## src/rtl/usb_attach_detect.sv

```systemverilog
module usb_attach_detect #(
  parameter int ATTACH_CYC = 120,
  parameter int DETACH_CYC = 108
) (
  input  logic clk,
  input  logic rst_n,
  input  logic dp,
  input  logic dm,
  input  logic host_drive,
  input  logic chg_clr,
  output logic connected,
  output logic low_speed,
  output logic conn_change
);
  localparam int MAXW = (ATTACH_CYC > DETACH_CYC) ? ATTACH_CYC : DETACH_CYC;
  localparam int CW = $clog2(MAXW + 1);
  localparam logic [CW-1:0] ATT_LAST = CW'(ATTACH_CYC - 1);
  localparam logic [CW-1:0] DET_LAST = CW'(DETACH_CYC - 1);

  logic [CW-1:0] cnt;
  logic [1:0]    cand;

  wire [1:0] cls    = {dm & ~dp, dp & ~dm};
  wire       det_ok = ~dp & ~dm & ~host_drive;
  wire       att_go = (cls != 2'b00) && (cnt == '0 || cls == cand);
  wire       att_hit = att_go && cnt == ATT_LAST;
  wire       det_hit = det_ok && cnt == DET_LAST;
  wire       flip   = connected ? det_hit : att_hit;

  always_ff @(posedge clk) begin
    if (!rst_n) begin
      connected   <= 1'b0;
      low_speed   <= 1'b0;
      conn_change <= 1'b0;
      cnt         <= '0;
      cand        <= 2'b00;
    end else begin
      conn_change <= flip | (conn_change & ~chg_clr);
      if (!connected) begin
        if (att_hit) begin
          connected <= 1'b1;
          low_speed <= cls[1];
          cnt       <= '0;
        end else if (att_go) begin
          cnt  <= cnt + 1'b1;
          cand <= cls;
        end else if (cls != 2'b00) begin
          cnt  <= CW'(1);
          cand <= cls;
        end else begin
          cnt <= '0;
        end
      end else begin
        if (det_hit) begin
          connected <= 1'b0;
          low_speed <= 1'b0;
          cnt       <= '0;
        end else if (det_ok) begin
          cnt <= cnt + 1'b1;
        end else begin
          cnt <= '0;
        end
      end
    end
  end
endmodule

```

## config.mk

```make
export PLATFORM = sky130hd
export DESIGN_NAME = usb_attach_detect
export DESIGN_NICKNAME = d
export VERILOG_FILES = /design/src/rtl/usb_attach_detect.sv
export SDC_FILE = /design/constraint.sdc
export NUM_CORES = 1
export LEC_CHECK = 0
export ABC_AREA = 1
export BUFFER_PORTS_ARGS = -buffer_cell sky130_fd_sc_hd__buf_4
export CORE_ASPECT_RATIO = 0.9
export CORE_MARGIN = 4
export CORE_UTILIZATION = 35
export CTS_CLUSTER_DIAMETER = 150
export DETAILED_ROUTE_END_ITERATION = 16
export PLACE_DENSITY = 0.49
export SLEW_MARGIN = 20
export SYNTH_ARGS = -nofsm -noshare
export SYNTH_HDL_FRONTEND = slang
export SYNTH_SLANG_ARGS = --single-unit
```

## constraint.sdc

```tcl
create_clock -name clk -period 4.3 [get_ports clk]
set_clock_uncertainty 0.1 [all_clocks]
set_input_delay 0.215 -clock clk [delete_from_list [all_inputs] [get_ports clk]]
set_output_delay 0.215 -clock clk [all_outputs]
set_load 0.05 [all_outputs]
```

; ---- Word-level counts from Yosys, hierarchy flattened
; Index checks and enable logic that the tools add are counted.
[word_totals]
input_bits = 6
register_bits = 12
wordCells = 47
output_inout_bits = 3
[op_classes]
bitwise_logic = 12
n_reduce_logical = 10
add_sub_neg = 1
mux = 15
n_eq_ne = 4
[op_table]
columns = cell, n
row1 = 7-bit 2-to-1 mux, 5
row2 = 7-bit == test (second input constant), 2
row3 = 1-bit 2-to-1 mux, 8
row4 = 7-bit by 1-bit adder with 7-bit output (second input constant), 1
row5 = 7-bit zero test, 1
row6 = 1-bit NOT, 6
row7 = 2-bit nonzero test, 3
row8 = 1-bit AND, 5
row9 = 2-bit 2-to-1 mux, 2
row10 = 1-bit logical AND, 3
row11 = 3-bit AND reduction, 1
row12 = 2-bit == test, 1
row13 = 2-bit by 1-bit != test with 1-bit output (second input constant), 1
row14 = 2-bit AND reduction, 1
row15 = 1-bit logical OR, 1
row16 = 1-bit bitwise OR, 1

; ---- Logic depth before layout (Yosys ltp)
[logic_depth]
ltp_word = 8
mapped_depth = 12

; ---- Worst setup path before layout
; No wires, ideal clock.
[synth_path]
path_kind = reg-to-reg
from = register connected
to = register cnt[1]
synth_period_minus_slack_ns = 1.429
t_arrival_ns = 1.219
setup_ns = 0.110
path_buffers = 0
stages_incl_launch_ff = 6
slack_ns = 2.871
path_cell_list = dfxtp_1 -> inv_1 -> nand3_4 -> nand2_2 -> nand2_2 -> nor2_1
[synth_between]
elab_chain_len = 1
[synth_rtl]
columns = item, line_no
row1 = from (decl), 11  ; output logic connected,
row2 = from (signal assigned), 32  ; connected <= 1'b0;
row3 = from (signal assigned), 41  ; connected <= 1'b1;
row4 = from (signal assigned), 55  ; connected <= 1'b0;
row5 = 7-bit 2-to-1 mux, 39  ; if (!connected) begin
row6 = to (signal assigned), 45  ; cnt <= cnt + 1'b1;
row7 = to (signal assigned), 59  ; cnt <= cnt + 1'b1;
row8 = to (decl), 20  ; logic [CW-1:0] cnt;
; No other way between the ends.
; A chain may end at the register's enable or synchronous reset.

; ---- Final worst setup path
[layout_path]
from = register cnt[0]
to = register cnt[1]
[layout_between]
elab_chain_len = 6
[layout_rtl]
columns = item, line_no
row1 = branches (longest 5 deep; another with 7-bit by 1-bit adder with 7-bit output), --
row2 = 7-bit 2-to-1 mux (*), 39
; Mark *: on every way between the ends.

==> flow_metrics.py <==
metrics = {
    "clock_tree": {
        "clockRootBuffer": "clkbuf_4",
        "cts-htree-levels": 1,
        "post_cts.resized_instances": 0,
        "cts_max_path_buffers": 2,
        "worstSkewPairLatency_ns": 0.27,
        "post-cts-setup-buffers": 0,
        "number_of_cts_inserted_buffers": 3,
        "clock_sink_count": 12,
        "cts_tree": "done",
        "clk_pin_slew_ns": 0.07,
        "holdBufCountCts": 0,
    },
    "layout": {
        "finish.utilization_pct": 44.2,
        "areaGrowthSynthToFinish_pct": 14.9,
        "diodes": 0,
        "postLayoutCellArea_um2": 878,
        "final_net_count": 135,
        "post_route_cells_drive_above_1_share_pct": 23.0,
    },
    "synthesis": {
        "synthesis.area_um2": 764,
        "adder_and_majority_gate_portion_of_the_synthesized_area_pct": 8.18,
        "synth_compound_area_share_pct": 7.04,
        "dominant_combinational_cell_family_by_area_after_synthesis": "simple AND/OR/NAND/NOR gates",
        "yosysSeqAreaShare_pct": 31.4,
        "synthDistinctLibCells": 20,
        "post_synth_xor_area_fraction_pct": 1.15,
        "synth-warning-count": 0,
        "synth_cells": 111,
        "share_of_synthesized_cell_area_in_and_or_nand_and_nor_gates_pct": 42.4,
        "synthesis.nets": 122,
        "portion_of_netlist_area_occupied_by_mux_cells_pct": 0,
        "synth.ff_latch_count": 12,
        "synth.avg_cell_area_um2": 6.89,
    },
    "worst_setup_path": {
        "r2r_start": "cnt[0]$_SDFF_PN0_",
        "rr_worst_depth": 10,
        "critPathSlowestCell": "dfxtp_1",
        "worstSetupEndpointType": "flip-flop",
        "path_cells": "ha_1 -> nand2_1 -> inv_2 -> nand2_1 -> nor2_4 -> nand2_4 -> nand3_4 -> nand2_2 -> nand2_2 -> nor2_1",
        "cp-start-kind": "flip-flop",
        "critical_path_peak_fanout": 5,
        "worst-r2r-setup-slack_ns": 2.79,
        "timing_worst_setup_path_type": "flip-flop to flip-flop",
        "worst_ep_arrival_ns": 1.58,
        "slowest_delay_ns": 0.40,
        "worst_path_required_time_ns": 4.37,
        "rr_endpoint": "cnt[1]$_SDFF_PN0_",
    },
    "pwr": {
        "vdd_ir_drop_max_mv": 0.251,
        "power.share.sequential_pct": 52.1,
        "intPower_uw": 162,
        "switching_fraction_of_total_power_pct": 27.6,
        "finalPower_uw": 224,
        "power.combinational.fraction_pct": 17.2,
        "power.static_leakage_nw": 0.416,
        "share_clk_of_total_power_pct": 30.7,
        "p_switching_uw": 61.7,
        "cellPowerDensity_mw_per_mm2": 255,
    },
    "grt": {
        "grt-ovfl-total": 0,
        "globalRouteMet2Util_pct": 20.5,
        "use_met3_pct": 5.42,
        "first_global_vias": 642,
        "busiest_layer": "met2",
        "grt_antenna_before_repair": 0,
        "gr-usage-all-layers_pct": 12.1,
        "first_pass_grt_wire_length_mm": 2.73,
        "pin_count_of_the_biggest_net_entering_global_routing": 7,
        "met1_grt_util_pct": 14.7,
    },
    "place": {
        "globalplace.congestion": 0.881,
        "port-buffer-count": 8,
        "placed_area_um2": 856,
        "hpwlAfterDp_mm": 1.24,
    },
    "timing": {
        "post-route-period-util_pct": 35.1,
        "fin_tns_setup_ns": 0,
        "max_slew_margin_pct": 83.3,
        "final_hold_viol_count": 0,
        "setup_viol": 0,
        "period_minus_slack_ns": 1.51,
        "maxSlewViolCount": 0,
        "rsz_0062_raised_after_global_routing": "false",
        "timing_worst_slew_pin_value_ns": 0.250,
        "achievable-frequency_mhz": 663,
    },
    "status": {
        "status": "finished, final reports clean",
    },
    "detailed_routing": {
        "drt-total-wl_mm": 1.52,
        "first_pass_iters": 4,
        "detailed_route_vias_per_instance": 4.56,
        "detail-route-antenna-nets": 0,
        "drc": 0,
        "drt_iter0_drc": 9,
        "routed-via-count": 670,
        "wl_per_cell_um": 10.4,
    },
    "floorplan": {
        "core_mm2": 0.00199,
        "floorplan.rows": 15,
        "die_w_um": 57.3,
        "io-pin-count": 9,
        "overall_die_area_mm2": 0.00300,
        "initial_utilization_pct": 38.4,
        "die_h_um": 52.3,
    },
    "worst_hold_path": {
        "hp-start": "chg_clr",
        "hold_end": "conn_change$_SDFF_PN0_",
        "worst_hold_path.num_cells": 4,
        "holdCritPathClass": "input pin to flip-flop",
    },
    "flow_run": {
        "cap_violations": 0,
    },
}
critical path: cells and delay by family, from the launching register on:
kind,cells,cell delay [ns]
simple gates,8,0.61
flops,1,0.40
fa+ha+maj,1,0.20
buf+inv,1,0.08
cell usage after synthesis, drive strengths merged:
cell / number / area share (%)
nand4: 2 / 2.5
inv: 19 / 9.3
dfxtp: 12 / 31
ha: 5 / 8.2
nand2: 33 / 20
clkinv: 1 / 0.49
o21ai: 1 / 0.65
nand3: 11 / 10
a21oi: 9 / 6.4
nor2: 17 / 10
xor2: 1 / 1.1
state kept, by name (all words and copies together), names as in the netlist:
name,count
low_speed,1
cnt,7
cand,2
conn_change,1
connected,1
layout by cell type, fill, tap and decap left out:
| cell type | instances |
|---|---|
| clkbuf_4 | 3 |
| buf_4 | 8 |
| clkinv_1 | 1 |
| nand4_2 | 1 |
| a21oi_1 | 8 |
| nand2_2 | 5 |
| nor2_1 | 14 |
| nor2_4 | 1 |
| nand2_1 | 26 |
| xor2_1 | 1 |
| nand3_4 | 1 |
| inv_1 | 17 |
| nand3_2 | 2 |
| ha_1 | 5 |
| inv_2 | 2 |
| nor2_2 | 2 |
| o21ai_0 | 1 |
| nand3_1 | 8 |
| nand4_1 | 1 |
| dfxtp_1 | 12 |
| nand2_4 | 2 |
| a21oi_2 | 1 |
layout make-up:
class	count	area [um^2]
fill	247	1110
multi-input combinational	79	449
sequential	12	240
inverter	20	75.1
timing repair buffer	8	60.1
tap	25	31.3
clock buffer	3	22.5
per-layer routing:
layer | vias to the layer above | wire [um]
met1 | 289 | 726
met3 | 2 | 85
met4 | 0 | 12
li1 | 368 | -
met2 | 11 | 697
met5 | - | 0
power by group through the flow:
stage / Combinational, mW / Clock [mW] / Sequential [mW]
6_report: 0.0385 / 0.0687 / 0.116
5_1_grt: 0.0446 / 0.0784 / 0.117
4_1_cts: 0.0394 / 0.0714 / 0.116
3_5_place_dp: 0.0392 / 0 / 0.119
3_3_place_gp: 0.0393 / 0 / 0.119
2_1_floorplan: 0.0295 / 0 / 0.118
stage by stage:
step	hold WS, ns	setup WS [ns]	cells
final	0.102	2.79	147
after CTS	0.0978	2.78	147
after global routing	0.115	2.64	147
after detailed placement	0.367	2.69	144
after global placement	0.362	2.73	144
after floorplan	0.238	2.87	111
worst max path at each step:
stage                                    start                end  slack (ns)  depth (start not counted)
final                        cnt[0]$_SDFF_PN0_  cnt[1]$_SDFF_PN0_        2.79                         10
after global routing         cnt[0]$_SDFF_PN0_  cnt[1]$_SDFF_PN0_        2.64                         10
after CTS                    cnt[0]$_SDFF_PN0_  cnt[1]$_SDFF_PN0_        2.78                         10
after detailed placement                    dp  cnt[1]$_SDFF_PN0_        2.69                         10
after global placement                      dp  cnt[1]$_SDFF_PN0_        2.73                         10
after floorplan           connected$_SDFF_PN0_  cnt[1]$_SDFF_PN0_        2.87                          5
cells by family after synthesis:
kind of cell             Yosys count
AND/OR/NAND/NOR                   63
adder cells (fa/ha/maj)            5
buffers and inverters             20
flip-flops                        12
AO/OA/AOI/OAI                     10
XOR/XNOR                           1
Power figures use the tool's default switching activity.
